--- src/rtl/adc_start_seq.sv ---
module adc_start_seq #(
  parameter int SMP_W    = 12,
  parameter int ACC_LOG  = 6,
  parameter int CH_W     = 4,
  parameter int DLY_W    = 8,
  parameter int CONV_LAT = 4,
  parameter int SEL_W    = $clog2(ACC_LOG + 1)
) (
  input  logic                     clk,
  input  logic                     rst_n,
  input  logic                     enable,
  input  logic                     start_wr,
  input  logic [DLY_W-1:0]         init_dly,
  input  logic [CH_W-1:0]          chan_sel,
  input  logic                     free_run,
  input  logic                     evt_start_en,
  input  logic                     evt_in,
  input  logic [SEL_W-1:0]         acc_sel,
  input  logic                     rdy_irq_en,
  input  logic                     glob_irq_en,
  input  logic                     rdy_clr,
  input  logic [SMP_W-1:0]         smp_data,
  output logic                     busy,
  output logic [CH_W-1:0]          cur_chan,
  output logic [SMP_W+ACC_LOG-1:0] result,
  output logic                     rdy_flag,
  output logic                     irq
);
  localparam int RES_W = SMP_W + ACC_LOG;
  localparam int LAT_W = $clog2(CONV_LAT + 1);

  logic [DLY_W-1:0]   wu_cnt;
  logic               warm;
  logic               evt_q;
  logic [LAT_W-1:0]   lat_cnt;
  logic [ACC_LOG-1:0] smp_cnt;
  logic [SEL_W-1:0]   acc_q;
  logic [RES_W-1:0]   acc;

  wire               evt_rise = evt_in & ~evt_q;
  wire               trig     = enable & warm & ~busy & (start_wr | (evt_start_en & evt_rise));
  wire               smp_tick = enable & busy & (lat_cnt == LAT_W'(CONV_LAT - 1));
  wire [ACC_LOG-1:0] smp_last = ACC_LOG'((32'd1 << acc_q) - 32'd1);
  wire               fin      = smp_tick & (smp_cnt == smp_last);
  wire [RES_W-1:0]   acc_nxt  = acc + RES_W'(smp_data);
  wire [SEL_W-1:0]   acc_eff  = (acc_sel > SEL_W'(ACC_LOG)) ? SEL_W'(ACC_LOG) : acc_sel;

  assign irq = rdy_flag & rdy_irq_en & glob_irq_en;

  always_ff @(posedge clk or negedge rst_n) begin
    if (!rst_n) begin
      wu_cnt   <= '0;
      warm     <= 1'b0;
      evt_q    <= 1'b0;
      busy     <= 1'b0;
      lat_cnt  <= '0;
      smp_cnt  <= '0;
      acc_q    <= '0;
      acc      <= '0;
      cur_chan <= '0;
      result   <= '0;
    end else begin
      evt_q <= evt_in;
      if (!enable) begin
        wu_cnt  <= '0;
        warm    <= 1'b0;
        busy    <= 1'b0;
        lat_cnt <= '0;
      end else begin
        if (!warm) begin
          if (wu_cnt == init_dly) warm <= 1'b1;
          else                    wu_cnt <= wu_cnt + 1'b1;
        end
        if (trig) begin
          busy     <= 1'b1;
          cur_chan <= chan_sel;
          acc_q    <= acc_eff;
          lat_cnt  <= '0;
          smp_cnt  <= '0;
          acc      <= '0;
        end else if (busy) begin
          if (smp_tick) begin
            lat_cnt <= '0;
            if (fin) begin
              result  <= acc_nxt;
              acc     <= '0;
              smp_cnt <= '0;
              if (free_run) begin
                cur_chan <= chan_sel;
                acc_q    <= acc_eff;
              end else begin
                busy <= 1'b0;
              end
            end else begin
              smp_cnt <= smp_cnt + 1'b1;
              acc     <= acc_nxt;
            end
          end else begin
            lat_cnt <= lat_cnt + 1'b1;
          end
        end
      end
    end
  end

  always_ff @(posedge clk or negedge rst_n) begin
    if (!rst_n)       rdy_flag <= 1'b0;
    else if (fin)     rdy_flag <= 1'b1;
    else if (rdy_clr) rdy_flag <= 1'b0;
  end
endmodule


--- config.mk ---
export PLATFORM = sky130hd
export DESIGN_NAME = adc_start_seq
export DESIGN_NICKNAME = d
export VERILOG_FILES = /design/src/rtl/adc_start_seq.sv
export SDC_FILE = /design/constraint.sdc
export NUM_CORES = 1
export LEC_CHECK = 0
export BUFFER_PORTS_ARGS = -buffer_cell sky130_fd_sc_hd__clkbuf_2
export CORE_ASPECT_RATIO = 1.5
export CORE_MARGIN = 2
export CORE_UTILIZATION = 51
export CTS_CLUSTER_DIAMETER = 80
export CTS_CLUSTER_SIZE = 20
export DETAILED_ROUTE_END_ITERATION = 16
export PLACE_DENSITY = 0.77
export SLEW_MARGIN = 0
export SYNTH_ARGS = -nofsm -noshare
export SYNTH_HDL_FRONTEND = slang
export SYNTH_SLANG_ARGS = --single-unit
--- constraint.sdc ---
create_clock -name clk -period 2.4 [get_ports clk]
set_input_delay 0.24 -clock clk [delete_from_list [all_inputs] [get_ports clk]]
set_output_delay 0.24 -clock clk [all_outputs]
set_load 0.01 [all_outputs]
==> results of run 1 <==
per-layer routing:
metal	share of wire, %	routed length [um]	global-route usage, %	vias up
li1	-	-	-	1423
met2	53	4092	37.81	78
met3	4.6	358	5.024	11
met5	0	0	0	-
met1	41	3178	25.57	1432
met4	2.0	158	9.434	0
what timing repair did:
| action | 4_1_cts | 5_1_grt |
|---|---|---|
| pin swaps | 0 | 1 |
| resized for setup | 1 | 2 |
| setup buffers | 0 | 1 |
| setup endpoints to repair | 2 | 8 |
| hold endpoints to repair | 16 | 0 |
| hold buffers | 1 | 0 |
state kept, by name, summed over array words and instances, names as in the netlist:
signal and flops:
result 18, evt_q 1, cur_chan 4, acc 18, busy 1, warm 1, acc_q 3, wu_cnt 8
smp_cnt 6, lat_cnt 3, rdy_flag 1
cells by family (layout without fill, tap and decap cells):
family	Yosys count	in the layout	share of synthesized area, %
AO/OA/AOI/OAI	94	94	16.98
XOR/XNOR	31	31	7.646
adder cells (fa/ha/maj)	16	16	5.849
buffers and inverters	17	89	2.607
flip-flops	64	64	45.10
multiplexers	10	10	3.876
AND/OR/NAND/NOR	126	126	17.93
power breakdown:
group          total (W)  internal [W]  switching, W  leakage [nW]
Clock           0.000938      0.000523      0.000415        0.0973
Combinational   0.000147     0.0000661     0.0000810          1.15
Sequential       0.00110       0.00109     0.0000156         0.889
final cells by class:
type	count	area share, %
Clock buffer	11	3.639
Clock inverter	3	1.023
Inverter	5	0.4511
Multi-Input combinational cell	277	45.02
Sequential cell	64	38.50
Tap cell	78	2.346
Timing Repair Buffer	70	9.023
layout by cell type (no fill, tap or decap), types with 8 or more instances in the layout:
master and instances:
xor2_1 20, clkbuf_2 61, a21oi_1 13, nand2_1 45, nand4_1 11, xnor2_1 11, dfrtp_1 64, ha_1 15
and2_1 14, nor2_1 18, clkbuf_8 11, a31oi_1 11, buf_4 8, o21ai_1 30, nand3_1 9
worst min-delay path by stage:
stage	start	end	slack, ps	depth (start not counted)
2_1_floorplan	rst_n	acc[0]	-60	0
3_3_place_gp	rst_n	result[7]	200	1
3_5_place_dp	rst_n	result[7]	200	1
4_1_cts	evt_in	evt_q	10	1
5_1_grt	evt_in	evt_q	10	1
6_report	evt_in	evt_q	20	1
metrics by stage:
step | power, W | worst slack [ps] | hold slack (ps)
final | 0.002190 | 113.1 | 22.13
after global routing | 0.002267 | 0.8447 | 9.804
after CTS | 0.002198 | 76.87 | 10.20
after detailed placement | 0.001272 | 54.14 | 204.5
after global placement | 0.001267 | 83.20 | 195.7
after floorplan | 0.001197 | 79.43 | -55.59
==> qor.txt, run 1 <==
Outcome: completed
DRT antenna net count: 0
Initial drt markers: 125
GRT Util Overall: 21.94%
Clock Latency Late Sink: 340 ps
Overflow after GRT: 0
LEAKAGE: 2.141 nW
Hold Vio Cnt, Final: 0
Startpoint Class: register
Slowest stage cell on the critical path: ha_1
Synthesis Warnings: 0
Post-route cell area: 4160 um2
Post-synth top area share: 45.10%
Worst Path Required: 2630 ps
Post-synthesis sequential area ratio: 45.10%
Yosys reg bits: 64
Pins Over Slew Limit: 0
IO Port Bufs: 61
Drt total wl: 7787 um
Worst-Margin Slew: 524.8 ps
Starting Density: 52.18%
CP max stage delay: 410 ps
Fillcell total: 594
Reg-to-reg startpoint: acc[10]
Post-synthesis area per instance: 9.919 um2
CP Depth: 7
Clock Path Buffers: 2
CP startpoint: acc[10]
Cells after Synth: 358
Reg clk slew, reported paths: 70 ps
Via density per instance: 5.795
DP Area: 3933 um2
Area leader, netlist: dfrtp_1
Number of I/O pins: 62
TNS Setup: 0 ps
Post-Synthesis Net Count: 411
Asr flop ratio synth: 100.0%
Routed WL per cell: 15.33 um
CTS sink count: 64
Synth area leaders: dfrtp_1 45%, ha_1 5.3%, xor2_1 4.9%, nand2_1 4.8%, o21ai_1 4.2%
Final clock skew: 9.252 ps
CTS buffer count: 9
Worst setup EP type: register
Area Overhead vs Synth: 17.16%
Reg-to-reg slack, setup: 110 ps
Crit Reg-Reg Endpoint: result[13]
Register area: 1602 um2
Synth Cell Area: 3551 um2
Final weighted congestion in routability-driven placement: 0.8239
WP buf/inv: 0
Arrival time worst endpoint: 2510 ps
Post-synth EDFFs: 0
DR vias: 2944
Post-Layout Cell Count: 508
Max cap viols: 0
Peak VDD IR: 0.3223 mV
Top cells by count, synth: 64 x dfrtp_1, 45 x nand2_1, 30 x o21ai_1
Diodes inserted: 0
Fmax: 0.4373 GHz
Final period util: 95.29%
Multi-input gate area: 1873 um2
Largest net degree at the start of global routing: 29
Core Region: 6805 um2
Final worst path period need: 2287 ps
Final setup viols: 0
Die width: 72.13 um
TritonCTS clock tree: done
End of the critical path: result[13]
Worst min-delay path class: in2reg
CTS H-tree lvls: 3
Nets: 480
Std cell rows: 37
Die Area: 7660 um2
Dpl hpwl: 5676 um
Final Util: 61.13%
Clk root buf: clkbuf_8
Most used DFF post-synth: dfrtp_1
Highest fanout seen on the critical path: 8
Rel. slew slack: 64.86%
Share of cells above drive strength 1: 23.72%
DRT Pass-1 Iters: 4
Distinct cells, synth: 52
Worst path cell trace: ha_1 > nand2_1 > nor2_1 > a22o_1 > a211o_1 > a21boi_1 > o31a_1
DRC viols: 0
Placed cells: 492
P per Cell Area: 526.4 nW/um2
Top-count cell post-synth: dfrtp_1
Die Ht: 106.2 um
RSZ-0062 raised after global routing: false
Number of global-route vias before repair: 3000
Kind of cell adding the most delay to the critical path: compound AO/OA/AOI/OAI gates
Crit path kind: reg2reg
First-pass GRT wire length: 13280 um
FF-to-FF path depth: 7
Initial antenna violation count: 0
No activity file was read; power rests on OpenSTA's default activity.
==> inputs of run 2 (changes only) <==
--- a/config.mk
+++ b/config.mk
@@ -5,6 +5,7 @@
 export SDC_FILE = /design/constraint.sdc
 export NUM_CORES = 1
 export LEC_CHECK = 0
+export ABC_AREA = 1
 export BUFFER_PORTS_ARGS = -buffer_cell sky130_fd_sc_hd__clkbuf_2
 export CORE_ASPECT_RATIO = 1.5
 export CORE_MARGIN = 2
@@ -12,8 +13,9 @@
 export CTS_CLUSTER_DIAMETER = 80
 export CTS_CLUSTER_SIZE = 20
 export DETAILED_ROUTE_END_ITERATION = 16
-export PLACE_DENSITY = 0.77
+export PLACE_DENSITY = 0.76
 export SLEW_MARGIN = 0
 export SYNTH_ARGS = -nofsm -noshare
 export SYNTH_HDL_FRONTEND = slang
 export SYNTH_SLANG_ARGS = --single-unit
+export TNS_END_PERCENT = 10
==> run 2 against run 1 <==
Against the previous run: combinational power rose by 11%; wire length up 3.4%; fmax up 19%; total power shrank 6.5%; clock skew decreased by 0.67 ps; sequential cell count stayed put; die area grew 7.8%; clock power down 17%; first-iteration DRC count is 7.2% higher; final area increased by 5.7%; largest cell class unchanged; largest power group unchanged.
==> qor.txt, run 2 <==
DRC viols: 0 (unchanged)
Peak VDD IR: 0.3964 mV (+23%)
Gate power share: 8.0% (+1.3 points)
Overflow after GRT: 0 (unchanged)
Post-Synthesis Net Count: 563 (+37%)
Arrival time worst endpoint: 2170 ps (-340 ps)
Most used DFF post-synth: dfrtp_1
Most frequent cells in the layout: 199 x nand2_1, 64 x dfrtp_1, 61 x clkbuf_2
Die Ht: 110.3 um (+3.9%)
Clock Latency Late Sink: 350 ps (about the same)
Number of I/O pins: 62 (unchanged)
Final weighted congestion in routability-driven placement: 0.8696 (+5.5%)
Reg clk slew, reported paths: 70 ps (about the same)
TNS Setup: 0 ps (unchanged)
Final worst path period need: 1923 ps (-363.4 ps)
Fmax: 0.5199 GHz (+19%)
Synth area leaders: dfrtp_1 42%, nand2_1 19%, ha_1 4.9%, inv_1 4.7%, nand3_1 4.3%
Std cell rows: 38 (+2.7%)
Largest net degree at the start of global routing: 42 (+45%)
Post-CTS resize count: 0 (-1)
DRT antenna net count: 0 (unchanged)
Initial antenna violation count: 0 (unchanged)
Int Pwr: 0.001549 W (-7.7%)
Routed WL per cell: 11.86 um (-23%)
Asr flop ratio synth: 100.0% (unchanged)
GR Util met3: 4.455% (-0.57 points)
Most common cell after layout, fill and taps aside: nand2_1
Final clock skew: 8.581 ps (-0.6714 ps)
Final period util: 80.15% (-15 points)
Final Util: 60.47% (-0.66 points)
Core Region: 7274 um2 (+6.9%)
Pins Over Slew Limit: 0 (unchanged)
Die width: 74.86 um (+3.8%)
Worst setup EP type: register
Yosys reg bits: 64 (unchanged)
Worst-Margin Slew: 694.1 ps (+169.3 ps)
Clk pwr share: 38.1% (-4.7 points)
Nets: 629 (+31%)
Worst Path Required: 2640 ps (about the same)
CTS H-tree lvls: 3 (unchanged)
Post-synthesis sequential area ratio: 41.69% (-3.4 points)
CTS buffer count: 9 (unchanged)
IO Port Bufs: 61 (unchanged)
Post-synth top area share: 41.69% (-3.4 points)
Outcome: completed
Fillcell total: 692 (+16%)
FF-to-FF path depth: 12 (+5)
DR vias: 3363 (+14%)
Initial drt markers: 134 (+7.2%)
Max cap viols: 0 (unchanged)
Biggest regs: acc x18, result x18, wu_cnt x8
Diodes inserted: 0 (unchanged)
Net Switching: 0.0004984 W (-2.5%)
CTS sink count: 64 (unchanged)
Post-synth EDFFs: 0 (unchanged)
DP Area: 4235 um2 (+7.7%)
DRT Pass-1 Iters: 4 (unchanged)
CP startpoint: acc[0]
Share of cells above drive strength 1: 17.10% (-6.6 points)
Die Area: 8256 um2 (+7.8%)
Switch share: 24.35% (+1.0 points)
Worst min-delay path class: in2reg
Rel. slew slack: 53.67% (-11 points)
Startpoint Class: register
Top-count cell post-synth: nand2_1
Reg-to-reg slack, setup: 480 ps (+360 ps)
P per Cell Area: 465.3 nW/um2 (-12%)
Highest fanout seen on the critical path: 4 (-4)
End of the critical path: acc[16]
Hold Vio Cnt, Final: 0 (unchanged)
Clock Path Buffers: 2 (unchanged)
Clk root buf: clkbuf_8
Number of global-route vias before repair: 3169 (+5.6%)
Distinct cells, synth: 33 (-37%)
Met2 Use GR: 37.97% (+0.16 points)
GRT Util Overall: 21.52% (-0.42 points)
Drt total wl: 8052 um (+3.4%)
Post-route cell area: 4399 um2 (+5.7%)
Post-synthesis area per instance: 7.532 um2 (-24%)
LEAKAGE: 2.441 nW (+14%)
Crit path kind: reg2reg
Cells after Synth: 510 (+42%)
RSZ-0062 raised after global routing: false
Top cells by count, synth: 199 x nand2_1, 64 x dfrtp_1, 48 x inv_1
Synthesis Warnings: 0 (unchanged)
Power share of the sequential group: 54.0% (+3.6 points)
Via density per instance: 4.953 (-15%)
First-pass GRT wire length: 13550 um (+2.1%)
Dpl hpwl: 6182 um (+8.9%)
Area Overhead vs Synth: 14.53%
Synth Cell Area: 3841 um2 (+8.2%)
Reg-to-reg startpoint: acc[0]
Met1 usage: 24.28% (-1.3 points)
Crit Reg-Reg Endpoint: acc[16]
Most utilized layer in the global route result: met2
TritonCTS clock tree: done
Final setup viols: 0 (unchanged)
Area leader, netlist: dfrtp_1
Starting Density: 52.80% (+0.62 points)
-- run 2: cell count changes after synthesis, moves of 5 or more --
cell,before,now
a21o_1,7,0
a22o_1,5,0
a31oi_1,11,0
and2_1,14,1
and3_1,6,0
inv_1,5,48
mux2_4,7,0
nand2_1,45,199
nand3_1,9,33
nand3_2,0,7
nand4_1,11,4
nor2_1,18,25
o21ai_0,4,16
o21ai_1,30,20
-- run 2: metrics by stage --
stage | power [W] | setup WS (ps) | hold WS (ps) | cells
2_1_floorplan | 0.001210 | 656.6 | -55.59 | 510
4_1_cts | 0.002069 | 480.0 | 1.278 | 679
6_report | 0.002047 | 476.5 | 14.67 | 679
5_1_grt | 0.002135 | 318.0 | 9.043 | 679
3_3_place_gp | 0.001285 | 550.0 | 278.9 | 664
3_5_place_dp | 0.001289 | 483.6 | 285.4 | 664
-- run 2: timing repair --
item | 4_1_cts | 5_1_grt
hold buffers | 1 | 0
hold endpoints to repair | 23 | 0
buffers inserted | 0 | 0
-- run 2: how the worst min path moves through the flow --
stage	start	endpoint	slack, ps	cells past startpoint
after detailed placement	rst_n	smp_cnt[0]	290	1
after CTS	evt_in	evt_q	1	1
final	evt_in	evt_q	10	1
after floorplan	rst_n	acc[0]	-60	0
after global routing	evt_in	evt_q	9	1
after global placement	rst_n	smp_cnt[0]	280	1
-- run 2: area by class of cell --
type | count | area, um2 | share of cell area, %
multi-input combinational | 383 | 1966 | 44.68
timing repair buffer | 66 | 357.8 | 8.134
sequential | 64 | 1602 | 36.41
tap | 100 | 125.1 | 2.844
clock buffer | 13 | 148.9 | 3.385
inverter | 52 | 195.2 | 4.437
clock inverter | 1 | 5.005 | 0.1138
-- run 2: worst max-delay path: stages (launching register included) --
cell     delay (ps)
dfrtp_1         390
ha_1            230
fa_1            410
nand3_1         100
nand2_1         120
nand2_1          80
nand3_1         110
nand2_1         110
nand2_1          60
nand2_1          50
nand2_1          60
nand2_1          60
nand2_1          50
-- run 2: cell families after synthesis --
group | share of synthesized area, %
AND/OR/NAND/NOR | 32.96
buffers and inverters | 7.133
AO/OA/AOI/OAI | 6.873
adder cells (fa/ha/maj) | 5.407
XOR/XNOR | 5.928
flip-flops | 41.69
-- run 2: per-layer routing --
layer | up-vias | routed length (um) | share of wire [%]
met2 | 58 | 4273 | 53
met4 | 0 | 192 | 2.4
li1 | 1753 | - | -
met5 | - | 0 | 0
met3 | 15 | 272 | 3.4
met1 | 1537 | 3313 | 41
-- run 2: power groups by stage --
stage                     clock, W  combinational (W)  sequential, W
final                     0.000779           0.000163        0.00110
after global placement           0           0.000161        0.00112
after floorplan                  0          0.0000885        0.00112
after CTS                 0.000798           0.000166        0.00110
after global routing      0.000843           0.000186        0.00111
after detailed placement         0           0.000165        0.00112
==> inputs of run 3 (changes only) <==
==> constraint.sdc (replaced) <==
create_clock -name clk -period 1.6 [get_ports clk]
set_input_delay 0.16 -clock clk [delete_from_list [all_inputs] [get_ports clk]]
set_output_delay 0.16 -clock clk [all_outputs]
set_load 0.01 [all_outputs]
==> run 3 against run 2 <==
Against the previous run: the run now ends with setup timing left; wire length rose by 26%; fmax rose by 6.3%; register-to-register slack got worse by 690 ps; sequential share of layout area fell by 6.2 points; via count rose by 12%; global-route usage rose by 3.2 points; first-iteration DRC count rose by 86%; utilization rose by 13 points; largest cell class unchanged; largest power group unchanged.
==> qor.txt, run 3 (synthesized netlist as in run 2, its figures left out) <==
Starting Density: 52.80% (unchanged)
Initial drt markers: 249 (+86%)
Clock Path Buffers: 2 (unchanged)
Final period util: 113.1% (+33 points)
Core Region: 7274 um2 (unchanged)
LEAKAGE: 2.779 nW (+14%)
Placed cells: 697 (+5.0%)
Largest net degree at the start of global routing: 65 (+55%)
Failing checks: setup timing
Outcome: finished, violations left
Final setup viols: 31 (+31)
GRT Util Overall: 24.71% (+3.2 points)
DRT antenna net count: 0 (unchanged)
Most frequent cells in the layout: 160 x nand2_1, 61 x clkbuf_2, 60 x dfrtp_1
Routed WL per cell: 14.01 um (+18%)
Number of global-route vias before repair: 3700 (+17%)
Share of cells above drive strength 1: 38.30% (+21 points)
Slowest stage cell on the critical path: dfrtp_1
Worst path cell trace: ha_4 > fa_2 > nand3_2 > nand2_4 > nand2_2 > nand3_2 > nand2_2 > nand2_1 > nand2_1 > nand2_2 > nand2_2 > nand2_2
Max cap viols: 0 (unchanged)
Worst min-delay path class: in2reg
P per Cell Area: 618.8 nW/um2 (+33%)
Arrival time worst endpoint: 2070 ps (-100 ps)
RSZ-0062 raised after global routing: true
Highest fanout seen on the critical path: 4 (unchanged)
CP most frequent cell: nand2_2
DRC viols: 0 (unchanged)
Rel. slew slack: 76.78% (+23 points)
Nets: 673 (+7.0%)
Crit path kind: reg2reg
CTS H-tree lvls: 3 (unchanged)
Diodes inserted: 0 (unchanged)
Peak VDD IR: 0.5930 mV (+50%)
Worst-Margin Slew: 348.3 ps (-345.8 ps)
DR vias: 3757 (+12%)
Reg clk slew, reported paths: 70 ps (about the same)
Std cell rows: 38 (unchanged)
Die Area: 8256 um2 (unchanged)
Pins Over Slew Limit: 0 (unchanged)
DRT Pass-1 Iters: 4 (unchanged)
CP max stage delay: 410 ps (about the same)
Overflow after GRT: 0 (unchanged)
Fmax: 0.5528 GHz (+6.3%)
First-pass GRT wire length: 15670 um (+16%)
Die Ht: 110.3 um (unchanged)
Via density per instance: 5.189 (+4.8%)
Drt total wl: 10140 um (+26%)
CTS sink count: 64 (unchanged)
Startpoint Class: register
Hold Slack: 19.32 ps (+4.649 ps)
Clock Latency Late Sink: 360 ps (about the same)
IO Port Bufs: 61 (unchanged)
CTS buffer count: 9 (unchanged)
Final worst path period need: 1809 ps (-114.6 ps)
Worst setup EP type: register
Post-route worst setup slack: -208.9 ps (-685.4 ps)
Worst Path Required: 1860 ps (-780 ps)
Die width: 74.86 um (unchanged)
Initial antenna violation count: 0 (unchanged)
Fillcell total: 538 (-22%)
Area Overhead vs Synth: 38.57%
Dpl hpwl: 6607 um (+6.9%)
Biggest regs: acc x18, result x18, wu_cnt x8
Most common cell after layout, fill and taps aside: nand2_1
TritonCTS clock tree: done
Clk root buf: clkbuf_8
Final clock skew: 9.089 ps (+0.5083 ps)
Final weighted congestion in routability-driven placement: 0.8863 (+1.9%)
Hold Vio Cnt, Final: 0 (unchanged)
Number of I/O pins: 62 (unchanged)
Post-Layout Cell Count: 724 (+6.6%)
## run 3: cell type report
cell class                 instances  area, um2  share of cell area, %
tap                              100      125.1                  2.351
inverter                          52      195.2                  3.667
sequential                        64       1607                  30.18
timing repair buffer             110      750.7                  14.10
clock inverter                     3      17.52                 0.3291
clock buffer                      12      155.1                  2.915
multi-input combinational        383       2472                  46.45
## run 3: path summary, 6_finish.rpt
| check | from | endpoint | slack [ps] | cells past startpoint |
|---|---|---|---|---|
| setup / recovery | acc[0] | acc[16] | -210 | 12 |
| hold / removal | chan_sel[2] | cur_chan[2] | 20 | 3 |
| setup reg to reg | acc[0] | acc[16] | -210 | 12 |
| hold reg to reg | cur_chan[3] | cur_chan[3] | 470 | 2 |
| max in group asynchronous | rst_n | acc_q[2] | 960 | 3 |
| min in group asynchronous | rst_n | cur_chan[1] | 350 | 3 |
## run 3: what timing repair did
action / in CTS / in global routing
hold endpoints to repair: 66 / 0
setup endpoints to repair: 37 / 58
hold buffers: 3 / 0
pin swaps: 11 / 23
setup buffers: 3 / 6
gates resized for setup: 20 / 97
## run 3: through the flow
| step | area, um2 | utilization [%] | setup TNS, ps | power (W) | setup WS (ps) |
|---|---|---|---|---|---|
| 3_3_place_gp | 4546 | 62.49 | -1377 | 0.001967 | -106.5 |
| 6_report | 5323 | 73.17 | -3256 | 0.003294 | -208.9 |
| 3_5_place_dp | 4546 | 62.49 | -3225 | 0.001977 | -192.5 |
| 2_1_floorplan | 3854 | - | -151.2 | 0.001816 | -44.15 |
| 5_1_grt | 5323 | 73.17 | -6453 | 0.003416 | -302.1 |
| 4_1_cts | 4863 | 66.86 | -3120 | 0.003258 | -174.7 |
## run 3: power by group
group	switching, W	internal [W]
Sequential	0.0000198	0.00164
Clock	0.000642	0.000633
Combinational	0.000195	0.000168
## run 3: critical path: cells and delay by family (launching register included)
family / cells / cell delay [ps]
DFF: 1 / 410
and+or+nand+nor: 10 / 750
adders and majority gates: 2 / 540
## run 3: metal layers
layer	wire length, um	up-vias	GRT usage (%)
li1	-	1830	-
met1	3920	1794	27.39
met2	5435	106	44.11
met3	461	27	5.909
met4	323	0	10.33
met5	0	-	0
